File: src/rtl/conv_ready_pkg.sv
// Shared types for the settling and ready controller.
// Assumes nothing beyond the encoding of the filter order input.
package conv_ready_pkg;

    typedef enum logic {
        FILT_SINC3 = 1'b0,
        FILT_SINC4 = 1'b1
    } filt_order_e;

    // Larger of two settling lengths, used to size the counter.
    function automatic int max_len(input int a, input int b);
        return (a > b) ? a : b;
    endfunction

endpackage

File: src/rtl/cfg_change_det.sv
// Configuration change detector.
// Holds a copy of the packed configuration word and flags any cycle in
// which the live value differs from it. The copy is refreshed every
// clock, including during reset, so leaving reset never raises a flag.
module cfg_change_det #(
    parameter int CFG_W = 8
) (
    input  logic             clk,
    input  logic             rst_n,
    input  logic [CFG_W-1:0] cfg_now,
    output logic             chg
);

    logic [CFG_W-1:0] cfg_q;

    // Track the live configuration one cycle behind.
    always_ff @(posedge clk) begin
        cfg_q <= cfg_now;
    end

    // Flag a difference between the live and the stored configuration.
    always_comb begin
        chg = (cfg_now != cfg_q);
    end

    // a configuration held since the previous edge never counts as a change.
    a_r5_stable_no_change: assert property (@(posedge clk) disable iff (!rst_n)
        $stable(cfg_now) |-> !chg);

endmodule

File: src/rtl/settle_ctrl.sv
// Settling sequencer.
// Counts filter strobes after a restart (reset, sync or, in free-running
// mode, a configuration change) and decides which strobe is published.
// Assumes filt_valid is a single-cycle strobe and chg comes from the
// change detector in the same cycle as the new configuration.
module settle_ctrl
    import conv_ready_pkg::*;
#(
    parameter int S3_LEN = 3,
    parameter int S4_LEN = 4
) (
    input  logic        clk,
    input  logic        rst_n,
    input  logic        strobe,
    input  logic        chg,
    input  logic        zero_lat,
    input  filt_order_e order_sel,
    input  logic        sync_n,
    output logic        publish,
    output logic        flush,
    output logic        settled
);

    localparam int MAX_LEN = max_len(S3_LEN, S4_LEN);
    localparam int CNT_W   = $clog2(MAX_LEN + 1);

    logic [CNT_W-1:0] cnt;
    logic [CNT_W-1:0] cnt_inc;
    logic [CNT_W-1:0] need_len;
    logic             last_one;

    // Settling length for the selected filter order and the count of this strobe.
    always_comb begin
        need_len = (order_sel == FILT_SINC4) ? CNT_W'(S4_LEN) : CNT_W'(S3_LEN);
        cnt_inc  = cnt + 1'b1;
        last_one = (cnt_inc == need_len);
    end

    // Decide publication and the ready-line flush for this cycle.
    always_comb begin
        flush   = !sync_n || (chg && !zero_lat);
        publish = sync_n && strobe &&
                  (zero_lat || (!chg && (settled || last_one)));
    end

    // Advance the strobe count and the settled state.
    always_ff @(posedge clk) begin
        if (!rst_n) begin
            cnt     <= '0;
            settled <= 1'b0;
        end else if (!sync_n) begin
            cnt     <= '0;
            settled <= 1'b0;
        end else if (chg) begin
            cnt     <= '0;
            settled <= zero_lat ? (settled | strobe) : 1'b0;
        end else if (strobe) begin
            if (zero_lat) begin
                cnt     <= '0;
                settled <= 1'b1;
            end else if (!settled) begin
                if (last_one) begin
                    cnt     <= '0;
                    settled <= 1'b1;
                end else begin
                    cnt <= cnt_inc;
                end
            end
        end
    end

    // the count never reaches the settling length outside a change cycle.
    a_r2_cnt_bound: assert property (@(posedge clk) disable iff (!rst_n)
        !chg |-> (cnt < need_len));

    // a free-running change clears the settled state.
    a_r5_change_unsettles: assert property (@(posedge clk) disable iff (!rst_n)
        (chg && !zero_lat && sync_n) |=> !settled);

    // sync low leaves the block unsettled and publishing nothing.
    a_r8_sync_holds: assert property (@(posedge clk) disable iff (!rst_n)
        !sync_n |-> (!publish ##1 !settled));

    // in zero-latency mode a strobe always leaves the block settled.
    a_r7_zero_settles: assert property (@(posedge clk) disable iff (!rst_n)
        (zero_lat && sync_n && strobe) |=> settled);

endmodule

File: src/rtl/ready_out.sv
// Output register and active-low ready line.
// Loads the published word, drives ready high while the word is being
// rewritten and drops it one cycle later. A host read-complete or a
// flush returns it high. Assumes publish and flush are never both set.
module ready_out #(
    parameter int DATA_W = 24
) (
    input  logic              clk,
    input  logic              rst_n,
    input  logic              publish,
    input  logic              flush,
    input  logic              rd_done,
    input  logic [DATA_W-1:0] data_in,
    output logic [DATA_W-1:0] dout,
    output logic              drdy_n
);

    logic pend;

    // Ready line and pending-announce state.
    always_ff @(posedge clk) begin
        if (!rst_n) begin
            drdy_n <= 1'b1;
            pend   <= 1'b0;
        end else if (flush) begin
            drdy_n <= 1'b1;
            pend   <= 1'b0;
        end else if (publish) begin
            drdy_n <= 1'b1;
            pend   <= 1'b1;
        end else if (pend) begin
            drdy_n <= 1'b0;
            pend   <= 1'b0;
        end else if (rd_done) begin
            drdy_n <= 1'b1;
        end
    end

    // Capture the published word.
    always_ff @(posedge clk) begin
        if (!rst_n) begin
            dout <= '0;
        end else if (publish) begin
            dout <= data_in;
        end
    end

    // ready is high in the cycle after a publish.
    a_r9_high_on_write: assert property (@(posedge clk) disable iff (!rst_n)
        publish |=> drdy_n);

    // an announced word lowers ready unless interrupted.
    a_r9_low_after: assert property (@(posedge clk) disable iff (!rst_n)
        (pend && !flush && !publish) |=> !drdy_n);

    // the output word moves only on a publish.
    a_r9_dout_hold: assert property (@(posedge clk) disable iff (!rst_n)
        !publish |=> $stable(dout));

    // a flush raises ready at the next edge.
    a_r5_flush_high: assert property (@(posedge clk) disable iff (!rst_n)
        flush |=> drdy_n);

endmodule

File: src/rtl/conv_ready_ctrl.sv
// Conversion settling and ready controller, top level.
// Packs the configuration for change detection, sequences settling and
// drives the published word and ready line. Assumes all inputs are
// synchronous to clk and filt_valid is a single-cycle strobe.
module conv_ready_ctrl
    import conv_ready_pkg::*;
#(
    parameter int DATA_W = 24,
    parameter int CHAN_W = 4,
    parameter int GAIN_W = 3,
    parameter int RATE_W = 10,
    parameter int S3_LEN = 3,
    parameter int S4_LEN = 4
) (
    input  logic              clk,
    input  logic              rst_n,
    input  logic              filt_valid,
    input  logic [DATA_W-1:0] filt_data,
    input  logic [CHAN_W-1:0] cfg_chan,
    input  logic [GAIN_W-1:0] cfg_gain,
    input  logic [RATE_W-1:0] cfg_rate,
    input  logic              order4,
    input  logic              zero_lat,
    input  logic              sync_n,
    input  logic              rd_done,
    output logic              drdy_n,
    output logic [DATA_W-1:0] dout,
    output logic              settled
);

    localparam int CFG_W = CHAN_W + GAIN_W + RATE_W + 2;

    logic [CFG_W-1:0] cfg_word;
    logic             chg;
    logic             publish;
    logic             flush;
    filt_order_e      order_sel;

    // Pack every field whose change must restart settling.
    always_comb begin
        cfg_word  = {zero_lat, order4, cfg_rate, cfg_gain, cfg_chan};
        order_sel = filt_order_e'(order4);
    end

    cfg_change_det #(
        .CFG_W (CFG_W)
    ) u_det (
        .clk     (clk),
        .rst_n   (rst_n),
        .cfg_now (cfg_word),
        .chg     (chg)
    );

    settle_ctrl #(
        .S3_LEN (S3_LEN),
        .S4_LEN (S4_LEN)
    ) u_settle (
        .clk       (clk),
        .rst_n     (rst_n),
        .strobe    (filt_valid),
        .chg       (chg),
        .zero_lat  (zero_lat),
        .order_sel (order_sel),
        .sync_n    (sync_n),
        .publish   (publish),
        .flush     (flush),
        .settled   (settled)
    );

    ready_out #(
        .DATA_W (DATA_W)
    ) u_out (
        .clk     (clk),
        .rst_n   (rst_n),
        .publish (publish),
        .flush   (flush),
        .rd_done (rd_done),
        .data_in (filt_data),
        .dout    (dout),
        .drdy_n  (drdy_n)
    );

    // ready stays high throughout reset.
    a_r1_reset_high: assert property (@(posedge clk)
        !rst_n |=> drdy_n);

endmodule

File: config.mk
export PLATFORM = sky130hd
export DESIGN_NAME = conv_ready_ctrl
export DESIGN_NICKNAME = d
export VERILOG_FILES = /design/src/rtl/conv_ready_pkg.sv /design/src/rtl/cfg_change_det.sv /design/src/rtl/settle_ctrl.sv /design/src/rtl/ready_out.sv /design/src/rtl/conv_ready_ctrl.sv
export SDC_FILE = /design/constraint.sdc
export NUM_CORES = 1
export LEC_CHECK = 0
export BUFFER_PORTS_ARGS = -buffer_cell sky130_fd_sc_hd__buf_2
export CORE_ASPECT_RATIO = 0.9
export CORE_UTILIZATION = 26
export CTS_BUF_LIST = sky130_fd_sc_hd__clkbuf_2 sky130_fd_sc_hd__clkbuf_4 sky130_fd_sc_hd__clkbuf_8
export DETAILED_ROUTE_END_ITERATION = 16
export PLACE_DENSITY = 0.46
export SLEW_MARGIN = 20
export SYNTH_ARGS = -nofsm -noshare
export SYNTH_HDL_FRONTEND = slang
export SYNTH_SLANG_ARGS = --single-unit
File: constraint.sdc
create_clock -name clk -period 3.62 [get_ports clk]
set_clock_uncertainty 0.15 [all_clocks]
set_input_delay 0.362 -clock clk [delete_from_list [all_inputs] [get_ports clk]]
set_output_delay 0.362 -clock clk [all_outputs]
set_load 0.05 [all_outputs]
==> results.json <==
{
  "outcome": "complete, no violations",
  "cts.clk_slew.worst_paths_ns": 0.09,
  "antenna_found_initial": 0,
  "numPortBuffers": 73,
  "holdCritPathClass": "in2reg",
  "yosysUniqueCellTypes": 25,
  "peakVddDrop_mv": 0.134,
  "grt_overflow": 0,
  "ys_seq_area_share_pct": 51.9,
  "whs_ns": 0.0344,
  "cts_buffer_depth": 2,
  "max_cap_viol_count": 0,
  "via_per_inst": 4.01,
  "clk_latency_ns": 0.29,
  "finalSetupViolCount": 0,
  "dieArea_sq_um": 7620,
  "synth_area_sq_um": 1890,
  "row_count": 29,
  "dp.cells": 344,
  "synth_top_area_share_pct": 51.9,
  "leakage_nw": 1.07,
  "drv_slew": 0,
  "setup_tns_ns": 0,
  "drive_gt1_share_pct": 33.2,
  "wl_per_cell_um": 10.4,
  "fin_ws_ns": 1.05,
  "min_to": "u_det.cfg_q[14]",
  "switching_share_pct": 24.5,
  "r2r_end": "u_out.dout[16]",
  "clock-sinks": 49,
  "worstPathMaxFanout": 24,
  "critPathKind": "reg2reg",
  "synthTopCellsByArea": "dfxtp_1 52%, mux2i_1 13%, nand2_1 9.9%, xor2_1 9.3%, buf_12 2.1%",
  "p_sw_w": 0.000246,
  "comb_power_share_pct": 10.9,
  "vias": 1410,
  "r2r_slack_ns": 1.05,
  "die_y_um": 82.9,
  "fillers": 755,
  "min_period_over_period_pct": 71.1,
  "area_delta_synth_final_pct": 26.8,
  "h-tree-depth": 2,
  "grt_usage_pct": 10.7,
  "clockPowerShare_pct": 33.1,
  "r2r_start": "u_settle.cnt[0]",
  "cts_made_buffers": 5,
  "slew_headroom_pct": 47.3,
  "synthCells": 186,
  "hold_violations": 0,
  "grt_pass1_vias": 1406,
  "power_density_nw_per_um2": 420,
  "final_common_cell": "buf_2",
  "antenna_cells": 0,
  "grt_pass1_wl_um": 6500,
  "crit_path_end_kind": "flop",
  "cts-root-buf": "clkbuf_8",
  "start_util_pct": 26.9,
  "hold_buffers": 0,
  "critPathRequiredTime_ns": 3.70,
  "final_cells": 352,
  "dp_hpwl_um": 2620,
  "cts_tree": "yes",
  "syn_avg_cell_area_sq_um": 10.2,
  "drt_iter0_drc": 30,
  "p_seq_share_pct": 56.1,
  "tightest_slew_ns": 0.791,
  "hold_depth": 1,
  "antenna_left": 0,
  "mostFrequentLayoutCells": "73 x buf_2, 50 x nand2_1, 49 x dfxtp_1",
  "synth_top_area_cell": "dfxtp_1",
  "fp.dieW_um": 91.9,
  "internal_power_w": 0.000760,
  "postCtsSetupBuffers": 0,
  "ys_ff_latch": 49,
  "cp.arrival_ns": 2.65,
  "core_sq_um": 7040,
  "min_period_ns": 2.57,
  "syn_nets": 235,
  "placed_cell_area_sq_um": 2310,
  "grt_max_degree": 51,
  "routabilityCongestion": 0.714,
  "r2r_cells": 8,
  "drc": 0,
  "first_pass_iters": 4,
  "ios": 74,
  "rsz0062_at_grt": "false",
  "hp-start": "cfg_rate[7]",
  "post_cts_resized": 0,
  "wirelength_um": 3660,
  "max_freq_mhz": 389,
  "ys_warn_count": 0,
  "fin_area_sq_um": 2400,
  "dp_slack_ns": 1.05,
  "cp-start-kind": "flop",
  "finalNetCount": 307
}
==> metal layers <==
metal	global-route usage, %	routed length (um)
met1	14.0	1760
met2	16.4	1620
met3	2.93	213
met4	4.69	66
met5	0	0
==> power by group through the flow <==
stage                     clock, W  combinational (W)  sequential, W
after floorplan                  0          0.0000475       0.000598
after global placement           0           0.000111       0.000576
after detailed placement         0           0.000111       0.000577
after CTS                 0.000354           0.000111       0.000564
after global routing      0.000377           0.000122       0.000566
final                     0.000333           0.000109       0.000564
==> Yosys cell counts, drive strengths merged <==
master,count
nand4b,1
nor3b,1
or4b,2
o21ai,3
inv,2
nor4,5
nor3,2
nor2,5
nand3,2
ha,1
nand2,50
o211ai,1
or3,1
buf,3
xor2,20
dfxtp,49
clkbuf,6
o21ba,1
nand3b,1
a21oi,4
nand4,2
mux2i,24
==> worst max-delay path, stage by stage, from the launching register on <==
cell and delay [ns]:
dfxtp_1 0.36, ha_1 0.25, xor2_1 0.16, or4b_4 0.51
nand3b_2 0.11, o211ai_2 0.11, o21ba_1 0.23, buf_4 0.36
mux2i_1 0.24
==> kinds of logic after synthesis <==
logic type	Yosys count	synth area share (%)
and+or+nand+nor	72	18.1
xor gates and xnor gates	20	9.27
buffers and inverters	11	4.30
muxes	24	12.7
DFF	49	51.9
AOI/OAI and AO/OA	9	3.04
adders and majority gates	1	0.662
==> stage by stage <==
| step | utilization (%) | total power (W) |
|---|---|---|
| 5_1_grt | 34.1 | 0.00106 |
| 3_5_place_dp | 32.8 | 0.000687 |
| 3_3_place_gp | 32.8 | 0.000688 |
| 6_report | 34.1 | 0.00101 |
| 4_1_cts | 34.1 | 0.00103 |
| 2_1_floorplan | - | 0.000646 |
==> flip-flops by register name, indices dropped and copies added, names as in the netlist <==
name,flops
u_out.dout,24
u_out.drdy_n,1
u_out.pend,1
u_settle.settled,1
u_det.cfg_q,19
u_settle.cnt,3
==> cell type report <==
type                    count  area, sq um  share of cell area, %
flip-flops and latches     49          981                   40.9
well taps                  93          116                   4.85
clock buffers               8         91.3                   3.81
repair buffers             74          373                   15.6
inverters                   2         7.51                  0.313
multi-input cells         126          828                   34.6
==> worst max path at each step <==
stage	start	endpoint	slack, ns	cells past startpoint
final	u_settle.cnt[0]	u_out.dout[16]	1.05	8
after global routing	u_settle.cnt[0]	u_out.dout[3]	0.86	8
after CTS	u_settle.cnt[0]	u_out.dout[11]	1.01	8
after detailed placement	u_settle.cnt[0]	u_out.dout[15]	1.05	8
after global placement	u_settle.cnt[0]	u_out.dout[9]	1.07	8
after floorplan	u_settle.cnt[0]	u_out.dout[10]	1.34	9
No activity file was read; power rests on OpenSTA's default activity.
